`config.mk`:
```
export PLATFORM = sky130hd
export DESIGN_NAME = dp_alu
export DESIGN_NICKNAME = d
export VERILOG_FILES = /design/src/rtl/dp_alu_pkg.sv /design/src/rtl/dp_decode.sv /design/src/rtl/dp_addsub.sv /design/src/rtl/dp_logic.sv /design/src/rtl/dp_alu.sv
export SDC_FILE = /design/constraint.sdc
export NUM_CORES = 1
export LEC_CHECK = 0
export ABC_AREA = 1
export BUFFER_PORTS_ARGS = -buffer_cell sky130_fd_sc_hd__buf_2
export CORE_ASPECT_RATIO = 2
export CORE_MARGIN = 1
export CORE_UTILIZATION = 40
export CTS_BUF_LIST = sky130_fd_sc_hd__clkbuf_8
export DETAILED_ROUTE_END_ITERATION = 16
export HOLD_SLACK_MARGIN = 0.05
export PLACE_DENSITY = 0.62
export REMOVE_ABC_BUFFERS = 1
export SLEW_MARGIN = 20
export SYNTH_ARGS = -nofsm -noshare
export SYNTH_HDL_FRONTEND = slang
export SYNTH_HIERARCHICAL = 1
export SYNTH_SLANG_ARGS = --single-unit
export TNS_END_PERCENT = 30
```
`constraint.sdc`:
```
create_clock -name clk -period 4.5 [get_ports clk]
set_input_delay 1.125 -clock clk [delete_from_list [all_inputs] [get_ports clk]]
set_output_delay 1.125 -clock clk [all_outputs]
set_load 0.02 [all_outputs]
```
`src/rtl/dp_alu_pkg.sv`:
```
package dp_alu_pkg;
  localparam int OP_W  = 4;
  localparam int IDX_W = 4;
  localparam logic [IDX_W-1:0] PC_IDX = 4'd15;

  typedef enum logic [OP_W-1:0] {
    OP_AND, OP_EOR, OP_SUB, OP_RSB, OP_ADD, OP_ADC, OP_SBC, OP_RSC,
    OP_TST, OP_TEQ, OP_CMP, OP_CMN, OP_ORR, OP_MOV, OP_BIC, OP_MVN
  } alu_op_e;

  typedef enum logic [1:0] { CIN_ZERO, CIN_ONE, CIN_FLAG } cin_mode_e;

  typedef struct packed {
    logic n;
    logic z;
    logic c;
    logic v;
  } flags_t;
endpackage

```
`src/rtl/dp_decode.sv`:
```
module dp_decode
  import dp_alu_pkg::*;
(
  input  logic [OP_W-1:0] opcode,
  output logic            is_arith,
  output logic            is_compare,
  output logic            swap_ops,
  output logic            invert_y,
  output cin_mode_e       cin_mode
);
  always_comb begin
    is_arith   = 1'b0;
    swap_ops   = 1'b0;
    invert_y   = 1'b0;
    cin_mode   = CIN_ZERO;
    is_compare = (opcode[3:2] == 2'b10);
    unique case (alu_op_e'(opcode))
      OP_ADD, OP_CMN: is_arith = 1'b1;
      OP_ADC: begin is_arith = 1'b1; cin_mode = CIN_FLAG; end
      OP_SUB, OP_CMP: begin is_arith = 1'b1; invert_y = 1'b1; cin_mode = CIN_ONE; end
      OP_SBC: begin is_arith = 1'b1; invert_y = 1'b1; cin_mode = CIN_FLAG; end
      OP_RSB: begin is_arith = 1'b1; invert_y = 1'b1; swap_ops = 1'b1; cin_mode = CIN_ONE; end
      OP_RSC: begin is_arith = 1'b1; invert_y = 1'b1; swap_ops = 1'b1; cin_mode = CIN_FLAG; end
      default: ;
    endcase
  end
endmodule

```
`src/rtl/dp_addsub.sv`:
```
module dp_addsub
  import dp_alu_pkg::*;
#(
  parameter int DATA_W = 32
) (
  input  logic [DATA_W-1:0] a,
  input  logic [DATA_W-1:0] b,
  input  logic              swap_ops,
  input  logic              invert_y,
  input  cin_mode_e         cin_mode,
  input  logic              c_in_flag,
  output logic [DATA_W-1:0] sum,
  output logic              c_out,
  output logic              ovf
);
  localparam int MSB = DATA_W - 1;
  logic [DATA_W-1:0] x, y_raw, y;
  logic              cin;

  always_comb begin
    x     = swap_ops ? b : a;
    y_raw = swap_ops ? a : b;
    y     = invert_y ? ~y_raw : y_raw;
    unique case (cin_mode)
      CIN_ONE:  cin = 1'b1;
      CIN_FLAG: cin = c_in_flag;
      default:  cin = 1'b0;
    endcase
    {c_out, sum} = {1'b0, x} + {1'b0, y} + {{DATA_W{1'b0}}, cin};
    ovf = (x[MSB] == y[MSB]) && (sum[MSB] != x[MSB]);
  end
endmodule

```
`src/rtl/dp_logic.sv`:
```
module dp_logic
  import dp_alu_pkg::*;
#(
  parameter int DATA_W = 32
) (
  input  logic [OP_W-1:0]   opcode,
  input  logic [DATA_W-1:0] a,
  input  logic [DATA_W-1:0] b,
  output logic [DATA_W-1:0] res
);
  always_comb begin
    unique case (alu_op_e'(opcode))
      OP_AND, OP_TST: res = a & b;
      OP_EOR, OP_TEQ: res = a ^ b;
      OP_ORR:         res = a | b;
      OP_MOV:         res = b;
      OP_BIC:         res = a & ~b;
      OP_MVN:         res = ~b;
      default:        res = '0;
    endcase
  end
endmodule

```
`src/rtl/dp_alu.sv`:
```
module dp_alu
  import dp_alu_pkg::*;
#(
  parameter int DATA_W = 32
) (
  input  logic              clk,
  input  logic              rst,
  input  logic              in_valid,
  output logic              in_ready,
  input  logic [3:0]        opcode,
  input  logic              s_flag,
  input  logic [3:0]        dest_idx,
  input  logic [DATA_W-1:0] op_a,
  input  logic [DATA_W-1:0] op_b,
  input  logic              shift_c,
  input  logic [3:0]        flags_in,
  output logic              out_valid,
  input  logic              out_ready,
  output logic [DATA_W-1:0] result,
  output logic              wr_en,
  output logic [3:0]        wr_idx,
  output logic [3:0]        flags_out,
  output logic              sr_restore
);
  localparam int MSB = DATA_W - 1;

  logic              is_arith, is_compare, swap_ops, invert_y;
  cin_mode_e         cin_mode;
  logic [DATA_W-1:0] sum, lres, res_d;
  logic              c_out, ovf;
  flags_t            f_in, f_d;
  logic              in_fire;

  assign f_in    = flags_t'(flags_in);
  assign in_ready = !out_valid || out_ready;
  assign in_fire  = in_valid && in_ready;

  dp_decode u_dec (
    .opcode(opcode), .is_arith(is_arith), .is_compare(is_compare),
    .swap_ops(swap_ops), .invert_y(invert_y), .cin_mode(cin_mode)
  );

  dp_addsub #(.DATA_W(DATA_W)) u_add (
    .a(op_a), .b(op_b), .swap_ops(swap_ops), .invert_y(invert_y),
    .cin_mode(cin_mode), .c_in_flag(f_in.c), .sum(sum), .c_out(c_out), .ovf(ovf)
  );

  dp_logic #(.DATA_W(DATA_W)) u_log (
    .opcode(opcode), .a(op_a), .b(op_b), .res(lres)
  );

  always_comb begin
    res_d = is_arith ? sum : lres;
    f_d   = f_in;
    if (s_flag) begin
      f_d.n = res_d[MSB];
      f_d.z = (res_d == '0);
      f_d.c = is_arith ? c_out : shift_c;
      f_d.v = is_arith ? ovf : f_in.v;
    end
  end

  always_ff @(posedge clk) begin
    if (rst) begin
      out_valid <= 1'b0;
    end else if (in_ready) begin
      out_valid <= in_valid;
    end
    if (in_fire) begin
      result     <= res_d;
      wr_en      <= !is_compare;
      wr_idx     <= dest_idx;
      flags_out  <= f_d;
      sr_restore <= s_flag && (dest_idx == PC_IDX);
    end
  end

  // reset empties the output stage
  assert_reset_clears_R10: assert property (@(posedge clk) rst |=> !out_valid);

  // stalled output holds its contents
  assert_stall_holds_R9: assert property (@(posedge clk) disable iff (rst)
    (out_valid && !out_ready) |=> (out_valid && $stable(result) && $stable(flags_out)
                                   && $stable(wr_en) && $stable(sr_restore)));

  // flags pass through when flag update is off
  assert_flags_kept_R7: assert property (@(posedge clk) disable iff (rst)
    (in_fire && !s_flag) |=> (flags_out == $past(flags_in)));

  // zero flag tracks the registered result
  assert_zero_flag_R7: assert property (@(posedge clk) disable iff (rst)
    (in_fire && s_flag) |=> (flags_out[2] == (result == '0)) && (flags_out[3] == result[MSB]));

  // logical ops take carry from the shifter and keep V
  assert_logic_cv_R3: assert property (@(posedge clk) disable iff (rst)
    (in_fire && s_flag && !is_arith) |=>
      (flags_out[1] == $past(shift_c)) && (flags_out[0] == $past(flags_in[0])));

  // compare-type opcodes never write the destination
  assert_compare_nowrite_R6: assert property (@(posedge clk) disable iff (rst)
    (in_fire && opcode[3:2] == 2'b10) |=> !wr_en);

  // restore request only with flag update and destination 15
  assert_restore_R8: assert property (@(posedge clk) disable iff (rst)
    in_fire |=> (sr_restore == ($past(s_flag) && $past(dest_idx) == 4'd15)));
endmodule

```
## Word-level counts from Yosys, hierarchy flattened

Cells that the tools add are included.
Widths: inputs -> output; s select.

- Eq/ne operators: 21
- Reductions and logical operators: 15
- Mux-type cells: 13
- $add $sub $neg: 2
- Bitwise logic cells: 6

Operators by type and width:

| kind | number |
|---|---|
| $pmux 32 s6 | 1 |
| $mux 32 | 4 |
| $and 32x32->32 | 2 |
| $not 32->32 | 2 |
| $eq 4x4->1 const B | 9 |
| $add 32x32->33 | 1 |
| $add 33x1->33 | 1 |
| $logic_not 32->1 | 1 |
| $or 32x32->32 | 1 |
| $xor 32x32->32 | 1 |
| $eq 4x3->1 const B | 4 |
| $eq 4x2->1 const B | 2 |
| $reduce_or 8->1 | 1 |
| $reduce_or 2->1 | 3 |
| $reduce_or 3->1 | 2 |
| $mux 1 | 5 |
| $reduce_or 5->1 | 1 |
| $eq 2x2->1 const B | 2 |
| $eq 4x1->1 const B | 1 |
| $logic_not 4->1 | 1 |
| $mux 4 | 1 |
| $pmux 2 s2 | 1 |
| $logic_and 1x1->1 | 3 |
| $eq 2x1->1 const B | 1 |
| 5 further kinds | 6 |

- Bits in registers: 43
- Output and inout port bits: 44

## Logic depth before layout (Yosys ltp)

Gate-level depths: netlist of the first run.

- Depth after elaboration: 12
- Mapped depth: 28

## Cells and area by module

Netlist of the first run, hierarchy kept.

By module, submodules not included:

| module | sequential area each (µm²) | cells each | times used | area an instance (µm²) |
|---|---|---|---|---|
| dp_addsub | 0.0 | 659 | 1 | 3313.2 |
| dp_logic | 0.0 | 557 | 1 | 2635.0 |
| dp_alu | 1281.2 | 220 | 1 | 2040.7 |
| dp_decode | 0.0 | 16 | 1 | 63.8 |

## Least setup slack after synthesis of the first run

Ideal clock, no wire load.

- Path type: input port to flip-flop
- Start: in opcode[3]
- End: reg flags_out[2], data pin
- Buffers on the path: 2
- Cell stages on the path: 27
- Arrival: 3.960 ns
- Path slack: 0.287 ns
- Cells stage by stage: inv_2 > nand2_1 > nor2_1 > buf_2 > buf_2 > o21ai_0 > xor2_1 > fa_1 > fa_1 > inv_1 > nand3_1 > nand2_1 > nand2_1 > nand2_2 > nand3_1 > nand2_1 > nand2_1 > nand2_1 > nand2_1 > nand2_1 > inv_1 > nand2_1 > o21ai_0 > nand3_1 > nor2_1 > nand3_1 > nand2_1

RTL lines:

| element | RTL line | source |
|---|---|---|
| start: declaration | dp_alu.sv:10 | `input logic [3:0] opcode,` |
| end signal: assignment | dp_alu.sv:73 | `flags_out <= f_d;` |
| end: declaration | dp_alu.sv:22 | `output logic [3:0] flags_out,` |

==> results of run 1 <==
[layout by cell type (no fill, tap or decap)]
cell / instances
nand2_1: 593
inv_1: 212
nor2_1: 132
buf_2: 125
buf_4: 98
a21oi_1: 92
ha_1: 64
o21ai_0: 57
nand3_1: 56
xor2_1: 47
edfxtp_1: 42
nand3b_1: 33
nand2_2: 22
nand4_1: 9
nor3_1: 7
clkbuf_8: 5
o21bai_1: 5
nor2_2: 5
inv_2: 4
buf_12: 3
a21o_1: 2
xnor2_1: 2
nor2_4: 2
inv_6: 1
mux2i_1: 1
a21oi_4: 1
a31oi_1: 1
clkinvlp_4: 1
clkinv_2: 1
dfxtp_1: 1
or2_1: 1
o21a_1: 1
o21ai_1: 1
o21ai_2: 1
fa_1: 1
fa_2: 1
ha_2: 1
[worst max-delay path: cells and delay by family]
kind	cells	cell delay, ns
fa+ha+maj	3	1.09
simple gates	17	1.36
compound gates	2	0.30
buf+inv	5	0.37
[repair_timing]
item / in CTS / in global routing
resized for setup: 0 / 5
setup endpoints to repair: 0 / 2
endpoints found under the hold margin: 0 / 0
[layer usage]
metal | vias to the layer above | track usage (%) | share of wire (%) | wire length [microns]
met4 | 0 | 17.7 | 6.7 | 1810
li1 | 4850 | - | - | -
met1 | 4164 | 24.3 | 34 | 9280
met2 | 253 | 52.9 | 56 | 15100
met3 | 90 | 1.65 | 3.4 | 921
met5 | - | 0 | 0 | 0
[worst min path at each step]
stage	from	end	slack [ns]	cells past startpoint
floorplan	out_valid	out_valid	0.71	2
global placement	out_valid	out_valid	0.52	2
detailed placement	out_valid	out_valid	0.52	2
CTS	out_valid	out_valid	0.54	2
global route	out_valid	out_valid	0.58	2
finish	out_valid	out_valid	0.54	2
[metrics by stage]
stage	TNS, ns	utilization, %	total power [mW]	hold WS [ns]	area (sq um)
floorplan	-100.19	-	1.48	0.705	7740
finish	0	48.5	2.37	0.539	9610
global placement	-0.0299	48.0	2.10	0.515	9510
detailed placement	-0.0960	48.0	2.11	0.525	9510
CTS	0	48.4	2.38	0.542	9600
global route	0	48.5	2.57	0.581	9610
[cell families after synthesis]
family | count (synthesis)
adders and majority gates | 67
AOI/OAI and AO/OA | 161
DFF | 43
buffers and inverters | 271
and+or+nand+nor | 860
xor gates and xnor gates | 49
muxes | 1
[registers in the layout, summed over array words and instances (netlist names)]
name	flops
wr_en	1
out_valid	1
flags_out	4
sr_restore	1
wr_idx	4
result	32
[layout make-up]
cell class | count | share of cell area [%]
well taps | 262 | 3.41
multi-input cells | 1138 | 59.1
flip-flops and latches | 43 | 13.3
inverters | 216 | 8.49
clock buffers | 5 | 0.716
clock inverters | 3 | 0.169
repair buffers | 226 | 14.8
[power breakdown]
group | leakage, nW | switching (mW) | internal, mW
Clock | 0.0453 | 0.156 | 0.107
Sequential | 0.422 | 0.0133 | 0.513
Combinational | 5.21 | 0.965 | 0.617
==> impl_metrics.ini, run 1 <==
[cts]
cts_tree = done
clock-sinks = 43
numCtsBuffers = 5
cts_root_buffer = clkbuf_8
cts.clk_slew.worst_paths_ns = 0.10
cts.path.max_buffers = 2
clock_latency_ns = 0.32
postCtsHoldBufs = 0
postCtsSetupBuffers = 0
h-tree-depth = 2

[drt]
drt-total-wl_microns = 27100
ant_nets = 0
viasPerCell = 4.94
first_pass_iters = 5
drc = 0
drt_iter0_drc = 417
route.vias.total = 9357
wl_per_cell_microns = 14.3

[logic_synthesis]
synth_mux_area_share_pct = 0.124
synthCells = 1452
synth_compound_area_share_pct = 10.3
yosys.area_share.simple_pct = 43.8
synth_xor_xnor_area_share_pct = 5.33
syn_area_per_cell_sq_um = 5.55
yosysWarnings = 6
ys.flop_type = edfxtp_1
synth-edff-count = 42
ys_types = 33
async_reset_ff_share_pct = 0
synthAdderAreaFrac_pct = 10.6
ys_ff_latch = 43
synth_top_area_cell = nand2_1
synth_top_family_by_area = simple AND/OR/NAND/NOR gates
netlist.area_leader.share_pct = 27.7
synth_area_leaders = nand2_1, edfxtp_1, ha_1
synthMostInstantiatedCell = nand2_1
syn_area_sq_mm = 0.00805
seq_area_frac_synth_pct = 15.9
netlist_top_cells_count = nand2_1, inv_1, nor2_1

[timing]
tightestPinTransition_ns = 0.888
layout_setup_ws_ns = 0.362
hold_viol_final = 0
slew_headroom_pct = 40.7
timing.fmax_mhz = 242
period_minus_slack_ns = 4.14
period_share_pct = 92.0
drv_slew = 0
rsz0062_at_grt = no
setup_viol = 0
skew_ns = 0.00849

[worst_setup_path]
cp.required_ns = 4.59
r2r_cells = 2
crit_end = flags_out[2]
cp_slowest_cell = fa_1
critPathMaxStageDelay_ns = 0.41
crit_path_end_kind = flip-flop
cp-start-kind = input port
cp_common_cell = nand2_1
cp-startpoint = opcode[2]
arrival_ns = 4.23
crit_type = input port to flip-flop
r2r-end = result[17]
path_max_fanout = 5
r2r_slack_ns = 2.67
reg2reg_from = out_valid

[grt]
grt_usage_pct = 26.5
grt_pass1_wl_microns = 42200
grt_max_degree = 65
antenna_found_initial = 0
grt_overflow = 0
grt_pass1_vias = 8888

[final_layout]
nets = 1779
seq_area_sq_mm = 0.00128
area_delta_synth_final_pct = 19.3
n_antenna_cell = 0
nFillCells = 2230
layout-drive-gt1-share_pct = 16.6
multi_input_area_sq_mm = 0.00568
instances_no_fill = 1893

[power_and_ir_drop]
power.density_mw_per_mm2 = 247
vdd_drop_max_uv = 112
cellLeakagePower_nw = 5.67

[placement]
dp_hpwl_microns = 21200
pre_cts_slack_ns = -0.0960
numPlacedInstances = 1885
globalplace.congestion = 0.938
port_buffers = 125

[run_status]
status = complete, no violations

[floorplan]
die_area_sq_mm = 0.0207
die_x_microns = 102
fp-row-count = 73
start_util_pct = 40.6
die_y_microns = 203
ios = 126
core_area_sq_mm = 0.0198

[worst_hold_path]
holdCritPathClass = flip-flop to flip-flop

[run]
drv_cap = 0
No activity file was read; power rests on OpenSTA's default activity.
==> run 2: changes to the inputs <==
clock period = 4.8 ns   (was 4.5 ns; I/O delays follow)
==> run 2 against run 1 <==
Against the previous run: total power shrank 13%; clock-buffer cell count is the same; hold slack gained 0.0040 ns; final cell count shrank 3.4%; first-iteration DRC count shrank 18%; critical path type unchanged; largest cell class unchanged.
==> impl_metrics.ini, run 2 (synthesized netlist as in run 1, its figures left out) <==
[run_status]
status = complete, no violations

[timing]
period_minus_slack_ns = 4.34
period_share_pct = 90.4
hold_viol_final = 0
setup_tns_ns = 0
timing.fmax_mhz = 231
skew_ns = 0.0188
setup_viol = 0
slew_headroom_pct = 49.0
rsz0062_at_grt = no
drv_slew = 0
tightestPinTransition_ns = 0.763
hold_slack_ns = 0.543

[placement]
postPlaceCellArea_sq_mm = 0.00901
port_buffers = 125
numPlacedInstances = 1819
globalplace.congestion = 0.988
dp_hpwl_microns = 20400

[worst_setup_path]
path_delay_family = simple AND/OR/NAND/NOR gates
path_max_fanout = 77
crit_path_end_kind = flip-flop
r2r_cells = 2
cp_common_cell = nand2_1
r2r_slack_ns = 3.02
cp-start-kind = input port
critPathBufInv = 7
cp_slowest_cell = ha_1
arrival_ns = 4.54
reg2reg_from = out_valid
crit_type = input port to flip-flop
critPathMaxStageDelay_ns = 0.37
r2r-end = result[2]
cp.required_ns = 5.00

[cts]
ctsResizeCount = 0
numCtsBuffers = 5
cts.path.max_buffers = 2
clock_latency_ns = 0.34
h-tree-depth = 2
cts.clk_slew.worst_paths_ns = 0.10
cts_root_buffer = clkbuf_8
cts_tree = done
postCtsSetupBuffers = 0
clock-sinks = 43
postCtsHoldBufs = 0

[drt]
drc = 0
drt_iter0_drc = 344
viasPerCell = 4.96
route.vias.total = 9059
first_pass_iters = 5
ant_nets = 0
wl_per_cell_microns = 14.3
drt-total-wl_microns = 26200

[final_layout]
fin_util_pct = 45.9
layout_common_cells = nand2_1, inv_1, nor2_1, buf_2, a21oi_1
nFillCells = 2282
largestRegisters = result: 32 flops, flags_out: 4 flops, wr_idx: 4 flops
layout_commonest_cell = nand2_1
area_delta_synth_final_pct = 12.9
nets = 1713
largest_register_ffs = 32
layout-drive-gt1-share_pct = 12.8
multi_input_area_sq_mm = 0.00567
largest-register = result
fin_area_sq_mm = 0.00909
seq_area_sq_mm = 0.00128
instances_no_fill = 1828

[worst_hold_path]
holdCritPathClass = flip-flop to flip-flop
min_to = out_valid
hp-start = out_valid
hold_path_depth = 2

[floorplan]
die_y_microns = 203
start_util_pct = 40.6
die_x_microns = 102
fp-row-count = 73
ios = 126
core_area_sq_mm = 0.0198
die_area_sq_mm = 0.0207

[power_and_ir_drop]
cellLeakagePower_nw = 5.36
vdd_drop_max_uv = 91.4
power.density_mw_per_mm2 = 226

[grt]
grt_usage_pct = 26.1
grt_pass1_wl_microns = 41700
grt_max_degree = 78
grt_pass1_vias = 8840
grt_overflow = 0
antenna_found_initial = 1

[run]
drv_cap = 0
## run 2: how the worst max path moves through the flow
stage,start,endpoint,slack (ns),depth (start not counted)
after floorplan,opcode[3],flags_out[2],-3.25,25
after global placement,opcode[1],flags_out[2],0.1,23
after detailed placement,opcode[0],flags_out[2],0.08,23
after CTS,opcode[0],flags_out[2],0.43,23
after global routing,opcode[0],flags_out[2],0.02,27
final,opcode[1],flags_out[2],0.46,27
## run 2: tightest hold or removal path, delay by kind of cell, from the launching register on
family | cells | cell delay (ns)
simple gates | 1 | 0.10
compound gates | 1 | 0.06
flops | 1 | 0.36
## run 2: area by class of cell
cell class | instances | share of cell area, %
flip-flops and latches | 43 | 14.1
inverters | 216 | 8.97
well taps | 262 | 3.60
multi-input cells | 1138 | 62.3
repair buffers | 160 | 10.0
clock inverters | 3 | 0.179
clock buffers | 5 | 0.757
diodes | 1 | 0.0275
## run 2: power by group
part / leakage (nW) / switching, mW / internal, mW / total [mW]
logic: 4.89 / 0.866 / 0.443 / 1.31
clock network: 0.0453 / 0.151 / 0.100 / 0.251
registers: 0.422 / 0.0120 / 0.481 / 0.493
## run 2: routing by layer
layer | share of wire (%) | GRT usage, %
met1 | 34 | 24.0
met4 | 6.5 | 17.3
met3 | 2.8 | 1.45
met5 | 0 | 0
met2 | 56 | 52.1
## run 2: stage by stage
step	setup WS, ns	total power, mW
detailed placement	0.0845	1.81
finish	0.463	2.05
floorplan	-3.25	1.38
CTS	0.431	2.07
global route	0.0211	2.23
global placement	0.0991	1.81
